$ cat config.mk
export PLATFORM = sky130hd
export DESIGN_NAME = scf_status_flags
export DESIGN_NICKNAME = d
export VERILOG_FILES = /design/src/rtl/scf_pkg.sv /design/src/rtl/scf_per_flag.sv /design/src/rtl/scf_tend_unit.sv /design/src/rtl/scf_status_flags.sv
export SDC_FILE = /design/constraint.sdc
export NUM_CORES = 1
export LEC_CHECK = 0
export ABC_AREA = 1
export ABC_CLOCK_PERIOD_IN_PS = 1770
export BUFFER_PORTS_ARGS = -buffer_cell sky130_fd_sc_hd__buf_4
export CORE_AREA = 2 2 39 41
export DETAILED_ROUTE_END_ITERATION = 16
export DIE_AREA = 0 0 41 43
export SYNTH_ARGS = -nofsm -noshare
export SYNTH_HDL_FRONTEND = slang
export SYNTH_SLANG_ARGS = --single-unit
$ cat constraint.sdc
create_clock -name clk -period 1.77 [get_ports clk]
set_input_delay 0.177 -clock clk [delete_from_list [all_inputs] [get_ports clk]]
set_output_delay 0.177 -clock clk [all_outputs]
set_load 0.005 [all_outputs]
$ cat src/rtl/scf_pkg.sv
package scf_pkg;
  typedef enum logic [1:0] {
    DLY_FULL = 2'd0,
    DLY_BLK  = 2'd1,
    DLY_GM   = 2'd2
  } scf_dly_e;

  function automatic scf_dly_e scf_pick_dly(input logic gm, input logic blk);
    if (gm) return DLY_GM;
    if (blk) return DLY_BLK;
    return DLY_FULL;
  endfunction
endpackage

$ cat src/rtl/scf_per_flag.sv
module scf_per_flag (
  input  logic clk,
  input  logic rst,
  input  logic par_err,
  input  logic re,
  input  logic reg_rd,
  input  logic reg_wr,
  input  logic wr_per,
  output logic per
);
  logic rd_seen;
  logic accept;
  logic clr_ok;

  assign accept = par_err && re;
  assign clr_ok = reg_wr && !wr_per && rd_seen;

  // Qualifier remembers what the last read returned; any write consumes it.
  always_ff @(posedge clk) begin
    if (rst) rd_seen <= 1'b0;
    else if (reg_wr) rd_seen <= 1'b0;
    else if (reg_rd) rd_seen <= per;
  end

  always_ff @(posedge clk) begin
    if (rst) per <= 1'b0;
    else if (accept) per <= 1'b1;
    else if (clr_ok) per <= 1'b0;
  end
endmodule

$ cat src/rtl/scf_tend_unit.sv
module scf_tend_unit #(
  parameter int T_FULL = 5,
  parameter int T_BLK  = 3,
  parameter int T_GM   = 2
) (
  input  logic clk,
  input  logic rst,
  input  logic half_tick,
  input  logic tx_done,
  input  logic gm,
  input  logic blk,
  input  logic te,
  input  logic err_sig,
  input  logic tdr_empty,
  input  logic tdr_wr,
  output logic tend
);
  import scf_pkg::*;

  localparam int CW = $clog2(T_FULL + 1);

  logic [CW-1:0] cnt;
  logic [CW-1:0] load_val;
  logic          expire;

  always_comb begin
    case (scf_pick_dly(gm, blk))
      DLY_GM:  load_val = CW'(T_GM);
      DLY_BLK: load_val = CW'(T_BLK);
      default: load_val = CW'(T_FULL);
    endcase
  end

  always_ff @(posedge clk) begin
    if (rst) cnt <= '0;
    else if (tx_done) cnt <= load_val;
    else if (half_tick && cnt != '0) cnt <= cnt - 1'b1;
  end

  assign expire = half_tick && !tx_done && (cnt == CW'(1));

  always_ff @(posedge clk) begin
    if (rst) tend <= 1'b1;
    else if (!te && !err_sig) tend <= 1'b1;
    else if (expire && tdr_empty && !err_sig) tend <= 1'b1;
    else if (tdr_wr && te) tend <= 1'b0;
  end
endmodule

$ cat src/rtl/scf_status_flags.sv
module scf_status_flags #(
  parameter int T_FULL = 5,
  parameter int T_BLK  = 3,
  parameter int T_GM   = 2
) (
  input  logic clk,
  input  logic rst,
  input  logic half_tick,
  input  logic tx_done,
  input  logic err_sig,
  input  logic par_err,
  input  logic tdr_empty,
  input  logic tdr_wr,
  input  logic te,
  input  logic re,
  input  logic gm,
  input  logic blk,
  input  logic sync_mode,
  input  logic reg_rd,
  input  logic reg_wr,
  input  logic wr_per,
  output logic per,
  output logic tend,
  output logic rx_full_inhibit,
  output logic rx_block,
  output logic tx_block
);
  scf_per_flag u_per (
    .clk     (clk),
    .rst     (rst),
    .par_err (par_err),
    .re      (re),
    .reg_rd  (reg_rd),
    .reg_wr  (reg_wr),
    .wr_per  (wr_per),
    .per     (per)
  );

  scf_tend_unit #(
    .T_FULL (T_FULL),
    .T_BLK  (T_BLK),
    .T_GM   (T_GM)
  ) u_tend (
    .clk       (clk),
    .rst       (rst),
    .half_tick (half_tick),
    .tx_done   (tx_done),
    .gm        (gm),
    .blk       (blk),
    .te        (te),
    .err_sig   (err_sig),
    .tdr_empty (tdr_empty),
    .tdr_wr    (tdr_wr),
    .tend      (tend)
  );

  assign rx_full_inhibit = (par_err && re) || per;
  assign rx_block        = per;
  assign tx_block        = per && sync_mode;
endmodule

==> reports/metrics.csv, run 1 <==
stage,metric,value,unit
placed_design,number_of_placed_cells_counting_well_taps,96,
sta,layout_worst_path_cycle_share,77.0,%
clock_tree,worst_setup_hold_path_clk_slew,0.04,ns
critical_path,worst_setup_path_start_kind,register,
sta,achievable-frequency,734,MHz
synthesis,synth_top_cell_area_share,29.7,%
clock_tree,cts.repair_timing.setup_buffer_count,0,
placed_design,detailed_place_hpwl,678,microns
hold_path,hold_depth,2,
routing,pre_repair_dr_iteration_count,2,
clock_tree,ctsResizeCount,0,
power,power-per-cell-area,658,nW/um^2
hold_path,min_delay_worst_endpoint,u_per.rd_seen,
synthesis,synth_area_per_cell,6.63,sq um
critical_path,critical_path.slowest_cell,sky130_fd_sc_hd__dfxtp_1,
grt,number_of_global_route_vias_before_repair,354,
grt,global_route_wire_length_before_repair,1.27,mm
power,total_power,388,uW
clock_tree,later_pin_clock_latency_in_the_skew_report,0.24,ns
clock_tree,cts_tree,yes,
sta,timing.final.setup_violations,0,
placed_design,gp_routability_congestion,0.801,
final_layout,layout-drive-gt1-share,36.1,%
hold_path,hp-start,reg_wr,
critical_path,timing.critical_path.to_type,register,
synthesis,synth-seq-cells,6,
clock_tree,htreeDepth,1,
synthesis,netlist-cell-type-count,16,
synthesis,netlist_area_before_placement,404,sq um
placed_design,place_area,567,sq um
clock_tree,clockBufferDepth,2,
final_layout,num-nets-final,104,
critical_path,cp_data_required_time,1.95,ns
critical_path,critical_path.cell_chain,"inv_1, ha_1, ha_1, or2_0, nand3_1, nor2b_4",
power,max-vdd-ir-drop,0.000387,V
floorplanning,rows,14,
sta,final_max_slew_viol_count,0,
hold_path,worst_hold_path_type,primary input to register,
routing,route.detailed.wl_per_inst,7.95,microns
floorplanning,core,1380,sq um
floorplanning,boundaryPins,21,
clock_tree,tritoncts_num_sinks,6,
placed_design,io_buffer_count,20,
final_layout,layout_commonest_cell,sky130_fd_sc_hd__buf_4,
final_layout,finish.instance_area,589,sq um
routing,routed-via-count,398,
clock_tree,cts_hold_buffers,0,
floorplanning,die_h,43,microns
critical_path,critical_path.max_stage_delay,0.35,ns
power,switching_share,26.4,%
power,power.share.combinational,29.7,%
final_layout,finalNonFillerCells,99,
critical_path,arrival,1.54,ns
critical_path,reg2reg_depth,6,
floorplanning,design.die.area,1760,sq um
sta,post_route_setup_tns,0,ns
synthesis,ys.warnings.count,0,
sta,maxSlewHeadroom,87.8,%
grt,initial_antenna_violation_count,0,
sta,setup_repair_after_global_routing_missed_its_margin,false,
power,cellLeakagePower,0.000335,uW
final_layout,n_antenna_cell,0,
final_layout,most-common-layout-cells,"20 x sky130_fd_sc_hd__buf_4, 19 x sky130_fd_sc_hd__nand2_1, 12 x sky130_fd_sc_hd__inv_1",
synthesis,sequential_cell_area_fraction_in_the_yosys_report,29.7,%
sta,worstMarginPinSlew,0.183,ns
flow_run,max-cap-violations,0,
floorplanning,die-width,41,microns
synthesis,synth_fp_nets,80,
critical_path,path_class,register to register,
sta,fin_hold_ws,0.116,ns
grt,track_usage,10.7,%
synthesis,post_synth_inst_count,61,
clock_tree,cts_made_buffers,3,
final_layout,layout.filler_cells,151,
sta,final.setup_skew,0.000825,ns
power,seqPwrFrac,39.6,%
routing,drtAntennaViolNets,0,
power,cellInternalPower,286,uW
synthesis,netlist_top_cells_area,"sky130_fd_sc_hd__dfxtp_1 30%, sky130_fd_sc_hd__nand2_1 18%, sky130_fd_sc_hd__inv_1 11%",
sta,min_period,1.36,ns
critical_path,crit_family,adder cells,
routing,route.detailed.drc,0,
routing,drt_iter0_markers,5,
critical_path,critical_path.n_buffers_inverters,1,
clock_tree,cts-root-buf,sky130_fd_sc_hd__clkbuf_4,
floorplanning,start_util,29.2,%
status,status,completed,
grt,grt_remaining_overflow,0,
final_layout,areaGrowthSynthToFinish,45.8,%
sta,hold_violations,0,
critical_path,r2r_setup_slack,0.41,ns
grt,grt_max_degree,7,
synthesis,synth_top_cell_by_area,sky130_fd_sc_hd__dfxtp_1,
critical_path,critical_path.max_fanout,3,
critical_path,critical_path.most_common_cell,sky130_fd_sc_hd__ha_1,
power,pwr-share-clk,30.6,%
power,power_switching,102,uW
critical_path,worstReg2RegEnd,u_tend.cnt[2],
critical_path,regToRegStartpoint,u_tend.cnt[0],
routing,drt-vias-per-instance,4.02,
routing,drt_wl_total,787,microns
-- worst reg2reg max path, delay by kind of cell, from the launching register on --
family	cells	cell delay [ns]
and+or+nand+nor	3	0.41
DFF	1	0.35
adders and majority gates	2	0.47
buffers and inverters	1	0.07
-- through the flow --
| step | setup slack [ns] | utilization, % |
|---|---|---|
| after floorplan | 0.498 | - |
| after global placement | 0.429 | 41.0 |
| after detailed placement | 0.404 | 41.0 |
| after CTS | 0.394 | 42.6 |
| after global routing | 0.328 | 42.6 |
| final | 0.407 | 42.6 |
-- cell families (layout without fill, tap and decap cells) --
| group | Yosys count | count (layout) | synth area share [%] |
|---|---|---|---|
| AND/OR/NAND/NOR | 33 | 33 | 38.4 |
| AO/OA/AOI/OAI | 5 | 5 | 8.67 |
| flip-flops | 6 | 6 | 29.7 |
| adder cells (fa/ha/maj) | 3 | 3 | 9.29 |
| buffers and inverters | 14 | 36 | 13.9 |
-- how the worst max path moves through the flow --
stage	slack (ns)	to	cells past startpoint	from
5_1_grt	0.33	u_tend.cnt[2]	8	u_tend.cnt[0]
4_1_cts	0.39	u_tend.cnt[2]	6	u_tend.cnt[0]
6_report	0.41	u_tend.cnt[2]	6	u_tend.cnt[0]
3_3_place_gp	0.43	u_tend.cnt[2]	6	u_tend.cnt[0]
2_1_floorplan	0.50	u_tend.cnt[2]	6	u_tend.cnt[0]
3_5_place_dp	0.40	u_tend.cnt[2]	6	u_tend.cnt[0]
-- registers in the layout, indices dropped and copies added, names as in the netlist --
name / cells
u_tend.tend: 1
u_per.per: 1
u_tend.cnt: 3
u_per.rd_seen: 1
-- cell usage after synthesis --
master	count
sky130_fd_sc_hd__nand2_4	1
sky130_fd_sc_hd__nand3_1	5
sky130_fd_sc_hd__or2_0	1
sky130_fd_sc_hd__a211oi_1	1
sky130_fd_sc_hd__dfxtp_1	6
sky130_fd_sc_hd__nor2b_4	1
sky130_fd_sc_hd__ha_1	3
sky130_fd_sc_hd__inv_1	12
sky130_fd_sc_hd__or2_2	1
sky130_fd_sc_hd__inv_2	1
sky130_fd_sc_hd__nand2_2	1
sky130_fd_sc_hd__nor2_1	4
sky130_fd_sc_hd__a21oi_2	2
sky130_fd_sc_hd__a21oi_1	2
sky130_fd_sc_hd__nand2_1	19
sky130_fd_sc_hd__buf_4	1
-- metal layers --
metal  share of wire, %  global-route usage [%]
met5                  0                       0
met4                  0                    4.00
met3                4.4                    4.71
met2                 53                    17.2
met1                 42                    11.7
-- power groups by stage --
| stage | registers (uW) | clock network [uW] | logic, uW |
|---|---|---|---|
| global route | 155 | 142 | 131 |
| finish | 154 | 119 | 115 |
| global placement | 156 | 0 | 115 |
| floorplan | 155 | 0 | 67.6 |
| CTS | 154 | 127 | 117 |
| detailed placement | 156 | 0 | 117 |
-- cell type report --
cell class / count / area (sq um) / area share, %
Multi-Input combinational cell: 41 / 228 / 38.6
Clock buffer: 3 / 22.5 / 3.82
Tap cell: 16 / 20.0 / 3.40
Sequential cell: 6 / 120 / 20.4
Timing Repair Buffer: 20 / 150 / 25.5
Inverter: 13 / 48.8 / 8.28
Note: power is estimated with default switching activity, not from simulation.
==> inputs of run 2 (changes only) <==
ABC_CLOCK_PERIOD_IN_PS = 1150   (was 1770)
clock period = 1.15 ns   (was 1.77 ns; I/O delays follow)
==> reports/metrics.csv, run 2 (same netlist as run 1, synthesis figures left out) <==
stage,metric,value,unit,change
grt,initial_antenna_violation_count,0,,unchanged
sta,maxSlewHeadroom,87.3,%,-0.50 points
critical_path,path_class,register to register,,
clock_tree,cts_hold_buffers,0,,unchanged
clock_tree,later_pin_clock_latency_in_the_skew_report,0.24,ns,about the same
sta,final.setup_skew,0.000778,ns,-0.0000470 ns
clock_tree,tritoncts_num_sinks,6,,unchanged
final_layout,layout.area.seq,125,sq um,+4.2%
routing,drtAntennaViolNets,0,,unchanged
grt,number_of_global_route_vias_before_repair,352,,-0.56%
critical_path,timing.critical_path.to_type,register,,
final_layout,num-nets-final,109,,+4.8%
grt,global_route_wire_length_before_repair,1.32,mm,+4.3%
power,cellLeakagePower,0.000369,uW,+10%
floorplanning,rows,14,,unchanged
clock_tree,cts_made_buffers,3,,unchanged
power,power.share.combinational,35.7,%,+6.0 points
placed_design,number_of_placed_cells_counting_well_taps,99,,+3.1%
sta,min_period,1.17,ns,-0.191 ns
status,violations,negative setup slack,,
clock_tree,cts-root-buf,sky130_fd_sc_hd__clkbuf_4,,
flow_run,max-cap-violations,0,,unchanged
grt,grt_max_degree,7,,unchanged
floorplanning,core,1380,sq um,unchanged
power,max-vdd-ir-drop,0.000552,V,+43%
sta,achievable-frequency,853,MHz,+16%
routing,drt-vias-per-instance,4.16,,+3.6%
sta,layout_worst_path_cycle_share,102,%,+25 points
floorplanning,die_h,43,microns,unchanged
sta,setup_repair_after_global_routing_missed_its_margin,true,,
floorplanning,die-width,41,microns,unchanged
final_layout,n_antenna_cell,0,,unchanged
routing,route.detailed.wl_per_inst,8.39,microns,+5.6%
clock_tree,clockBufferDepth,2,,unchanged
floorplanning,design.die.area,1760,sq um,unchanged
power,power_switching,194,uW,+89%
placed_design,placement.setup.worst_slack,-0.00815,ns,-0.412 ns
placed_design,detailed_place_hpwl,694,microns,+2.2%
power,pwr-share-clk,29.2,%,-1.4 points
power,cellInternalPower,479,uW,+68%
floorplanning,boundaryPins,21,,unchanged
sta,final_max_slew_viol_count,0,,unchanged
clock_tree,cts_tree,yes,,
final_layout,multiInputGateArea,270,sq um,+19%
critical_path,critical_path.max_fanout,2,,-1
routing,drt_iter0_markers,3,,-2
final_layout,finalNonFillerCells,104,,+5.1%
sta,worstMarginPinSlew,0.190,ns,+0.00739 ns
critical_path,arrival,1.35,ns,-0.19 ns
routing,routed-via-count,433,,+8.8%
grt,grt_remaining_overflow,0,,unchanged
routing,route.detailed.drc,0,,unchanged
power,seqPwrFrac,35.1,%,-4.5 points
routing,pre_repair_dr_iteration_count,4,,+2
sta,setup_slack,-0.0220,ns,-0.429 ns
power,power-per-cell-area,998,nW/um^2,+52%
placed_design,gp_routability_congestion,0.807,,+0.69%
critical_path,cp_data_required_time,1.33,ns,-0.62 ns
final_layout,layout.filler_cells,147,,-2.6%
final_layout,registers.top_by_ff_count,u_tend.cnt,,
grt,track_usage,11.1,%,+0.38 points
routing,drt_wl_total,873,microns,+11%
final_layout,layout-drive-gt1-share,51.1,%,+15 points
power,switching_share,28.8,%,+2.4 points
floorplanning,start_util,29.2,%,unchanged
clock_tree,htreeDepth,1,,unchanged
hold_path,worst_hold_path_type,primary input to register,,
clock_tree,worst_setup_hold_path_clk_slew,0.05,ns,about the same
critical_path,worst_setup_path_start_kind,register,,
final_layout,most-common-layout-cells,"25 x sky130_fd_sc_hd__buf_4, 17 x sky130_fd_sc_hd__nand2_1, 9 x sky130_fd_sc_hd__inv_1",,
final_layout,areaGrowthSynthToFinish,66.9,%,
final_layout,largest_register_ff_count,3,,unchanged
status,status,finished with violations,,
final_layout,layout_commonest_cell,sky130_fd_sc_hd__buf_4,,
sta,timing.final.setup_violations,1,,+1
sta,hold_violations,0,,unchanged
placed_design,io_buffer_count,20,,unchanged
[run 2: path summary, 6_finish.rpt]
kind	startpoint	to	slack [ns]	cells after the start
max	u_tend.cnt[0]	u_tend.cnt[2]	-0.02	6
max reg2reg	u_tend.cnt[0]	u_tend.cnt[2]	-0.02	6
min	reg_wr	u_per.rd_seen	0.05	2
min reg2reg	u_tend.tend	u_tend.tend	0.47	2
[run 2: what timing repair did]
item / CTS / global route
setup buffers: 0 / 2
endpoints found under the setup margin: 2 / 4
hold endpoints to repair: 0 / 0
pin swaps: 0 / 3
resized for setup: 1 / 7
[run 2: power by group through the flow]
stage | clock network (uW) | logic (uW) | registers, uW
floorplan | 0 | 123 | 241
global placement | 0 | 216 | 241
detailed placement | 0 | 215 | 242
CTS | 205 | 216 | 238
global route | 218 | 271 | 238
finish | 196 | 240 | 236
[run 2: final cells by class]
| cell class | instances | area share [%] |
|---|---|---|
| clock buffer | 3 | 3.34 |
| inverter | 13 | 7.24 |
| multi-input combinational | 41 | 40.1 |
| sequential | 6 | 18.6 |
| tap | 16 | 2.97 |
| timing repair buffer | 25 | 27.8 |
[run 2: critical path, stage by stage, from the launching register on]
cell and delay, ns:
sky130_fd_sc_hd__dfxtp_2 0.33, sky130_fd_sc_hd__inv_2 0.05, sky130_fd_sc_hd__ha_4 0.15, sky130_fd_sc_hd__ha_4 0.19
sky130_fd_sc_hd__or2_1 0.22, sky130_fd_sc_hd__nand3_2 0.06, sky130_fd_sc_hd__nor2b_4 0.11
[run 2: metrics by stage]
stage | setup TNS, ns | hold slack [ns] | utilization (%) | area, sq um | total power [uW]
detailed placement | -0.00815 | 0.297 | 44.7 | 618 | 457
global route | -0.126 | 0.0521 | 48.7 | 674 | 727
floorplan | 0 | 0.170 | - | 433 | 364
global placement | 0 | 0.294 | 44.7 | 618 | 457
CTS | -0.0193 | 0.0457 | 46.4 | 642 | 660
finish | -0.0220 | 0.0505 | 48.7 | 674 | 673
[run 2: layer usage]
metal	wire length [microns]	global-route usage (%)	vias to the layer above
li1	-	-	237
met1	390	14.2	186
met2	432	15.9	8
met3	34	3.14	2
met4	14	6.00	0
met5	0	0	-
==> inputs of run 3 (changes only) <==
ABC_CLOCK_PERIOD_IN_PS = 1200   (was 1150)
clock period = 1.2 ns   (was 1.15 ns; I/O delays follow)
==> reports/metrics.csv, run 3 (same netlist as run 1, synthesis figures left out) <==
stage,metric,value,unit,change
clock_tree,later_pin_clock_latency_in_the_skew_report,0.24,ns,about the same
final_layout,most-common-layout-cells,"23 x sky130_fd_sc_hd__buf_4, 18 x sky130_fd_sc_hd__nand2_1, 9 x sky130_fd_sc_hd__inv_1",,
routing,route.detailed.drc,0,,unchanged
grt,track_usage,12.2,%,+1.2 points
routing,routed-via-count,428,,-1.2%
floorplanning,die-width,41,microns,unchanged
sta,timing.final.setup_violations,0,,-1
hold_path,hp-start,reg_wr,,
placed_design,placement.setup.worst_slack,-0.0216,ns,-0.0135 ns
final_layout,layout-drive-gt1-share,47.7,%,-3.5 points
flow_run,max-cap-violations,0,,unchanged
final_layout,layout_commonest_cell,sky130_fd_sc_hd__buf_4,,
sta,maxSlewHeadroom,88.1,%,+0.87 points
hold_path,hold_depth,2,,unchanged
grt,global_route_wire_length_before_repair,1.46,mm,+10%
placed_design,detailed_place_hpwl,742,microns,+7.0%
final_layout,registers.top_by_ff_count,u_tend.cnt,,
final_layout,num-nets-final,107,,-1.8%
sta,layout_worst_path_cycle_share,96.4,%,-5.5 points
clock_tree,htreeDepth,1,,unchanged
power,power-per-cell-area,971,nW/um^2,-2.6%
critical_path,critical_path.slowest_cell,sky130_fd_sc_hd__dfxtp_2,,
routing,route.detailed.wl_per_inst,8.64,microns,+2.9%
final_layout,multiInputGateArea,260,sq um,-3.7%
critical_path,worstReg2RegEnd,u_tend.cnt[2],,
sta,hold_violations,0,,unchanged
routing,pre_repair_dr_iteration_count,4,,unchanged
critical_path,arrival,1.34,ns,about the same
final_layout,largest_register_ff_count,3,,unchanged
floorplanning,boundaryPins,21,,unchanged
hold_path,min_delay_worst_endpoint,u_per.rd_seen,,
placed_design,number_of_placed_cells_counting_well_taps,98,,-1.0%
grt,initial_antenna_violation_count,0,,unchanged
routing,drt-vias-per-instance,4.20,,+0.78%
sta,worstMarginPinSlew,0.177,ns,-0.0130 ns
grt,number_of_global_route_vias_before_repair,388,,+10%
final_layout,final_util,46.7,%,-2.0 points
floorplanning,core,1380,sq um,unchanged
floorplanning,design.die.area,1760,sq um,unchanged
sta,achievable-frequency,865,MHz,+1.3%
critical_path,critical_path.cell_chain,"inv_2, ha_4, ha_4, or2_0, nand3_1, nor2b_4",,
clock_tree,worst_setup_hold_path_clk_slew,0.05,ns,about the same
sta,final_max_slew_viol_count,0,,unchanged
final_layout,n_antenna_cell,0,,unchanged
sta,setup_slack,0.0433,ns,+0.0653 ns
critical_path,critical_path.most_common_cell,sky130_fd_sc_hd__ha_4,,
clock_tree,tritoncts_num_sinks,6,,unchanged
critical_path,timing.critical_path.to_type,register,,
critical_path,worst_setup_path_start_kind,register,,
critical_path,critical_path.max_stage_delay,0.33,ns,about the same
routing,drtAntennaViolNets,0,,unchanged
power,cellLeakagePower,0.000354,uW,-3.9%
clock_tree,cts_tree,yes,,
placed_design,gp_routability_congestion,0.795,,-1.4%
final_layout,layout.area.seq,123,sq um,-2.0%
critical_path,r2r_setup_slack,0.04,ns,+0.07 ns
final_layout,layout.filler_cells,140,,-4.8%
floorplanning,die_h,43,microns,unchanged
critical_path,cp_data_required_time,1.39,ns,+0.06 ns
final_layout,finalNonFillerCells,102,,-1.9%
floorplanning,start_util,29.2,%,unchanged
clock_tree,cts-root-buf,sky130_fd_sc_hd__clkbuf_4,,
clock_tree,cts_made_buffers,3,,unchanged
placed_design,io_buffer_count,20,,unchanged
final_layout,areaGrowthSynthToFinish,60.1,%,
power,max-vdd-ir-drop,0.000471,V,-15%
sta,final.setup_skew,0.00443,ns,+0.00365 ns
routing,drt_wl_total,881,microns,+0.92%
status,status,completed,,
critical_path,reg2reg_depth,6,,unchanged
power,total_power,628,uW,-6.6%
critical_path,regToRegStartpoint,u_tend.cnt[0],,
hold_path,worst_hold_path_type,primary input to register,,
critical_path,critical_path.max_fanout,2,,unchanged
floorplanning,rows,14,,unchanged
sta,min_period,1.16,ns,-0.0153 ns
routing,drt_iter0_markers,3,,unchanged
clock_tree,clockBufferDepth,2,,unchanged
sta,setup_repair_after_global_routing_missed_its_margin,true,,
critical_path,path_class,register to register,,
grt,grt_remaining_overflow,0,,unchanged
grt,grt_max_degree,7,,unchanged
-- run 3: cell types whose count changed in the layout (fill, tap and decap cells not counted), sizes merged --
cell | before | now
buf | 25 | 23
-- run 3: worst max path at each step --
| stage | start | cells after the start | endpoint | slack, ns |
|---|---|---|---|---|
| after CTS | u_tend.cnt[0] | 8 | u_tend.cnt[2] | 0.01 |
| after detailed placement | u_tend.cnt[0] | 6 | u_tend.cnt[2] | -0.02 |
| after global routing | u_tend.cnt[0] | 6 | u_tend.cnt[2] | -0.005 |
| after floorplan | u_tend.cnt[0] | 6 | u_tend.cnt[2] | 0.01 |
| final | u_tend.cnt[0] | 6 | u_tend.cnt[2] | 0.04 |
| after global placement | u_tend.cnt[0] | 6 | u_tend.cnt[2] | -0.01 |
-- run 3: layout make-up --
class                           count  share of cell area, %
Multi-Input combinational cell     41                   40.2
Timing Repair Buffer               23                   26.7
Tap cell                           16                   3.09
Inverter                           13                   7.54
Clock buffer                        3                   3.48
Sequential cell                     6                   19.0
-- run 3: per-layer routing --
layer / vias up / GRT usage, % / wire, microns
li1: 233 / - / -
met1: 186 / 14.8 / 393
met2: 7 / 18.1 / 435
met3: 2 / 3.14 / 38
met4: 0 / 8.00 / 14
met5: - / 0 / 0
-- run 3: timing repair --
action | in CTS | in global routing
gates resized for setup | 4 | 2
pin swaps | 3 | 3
endpoints found under the setup margin | 1 | 3
hold buffers | 0 | 0
buffers inserted | 0 | 1
-- run 3: stage by stage --
step,hold slack [ns],cell area [sq um],TNS (ns)
floorplan,0.175,410,0
global placement,0.302,588,-0.0143
detailed placement,0.301,588,-0.0216
CTS,0.0448,633,0
global route,0.0462,647,-0.00462
finish,0.0522,647,0
-- run 3: critical path, delay by kind of cell, from the launching register on --
kind / cells / cell delay (ns)
adders and majority gates: 2 / 0.35
buffers and inverters: 1 / 0.05
DFF: 1 / 0.33
and+or+nand+nor: 3 / 0.38
-- run 3: report_power, final --
group	internal (uW)	total [uW]	switching, uW
clock	113	184	71.0
combinational	120	216	96.5
sequential	218	228	9.89
total	451	628	177
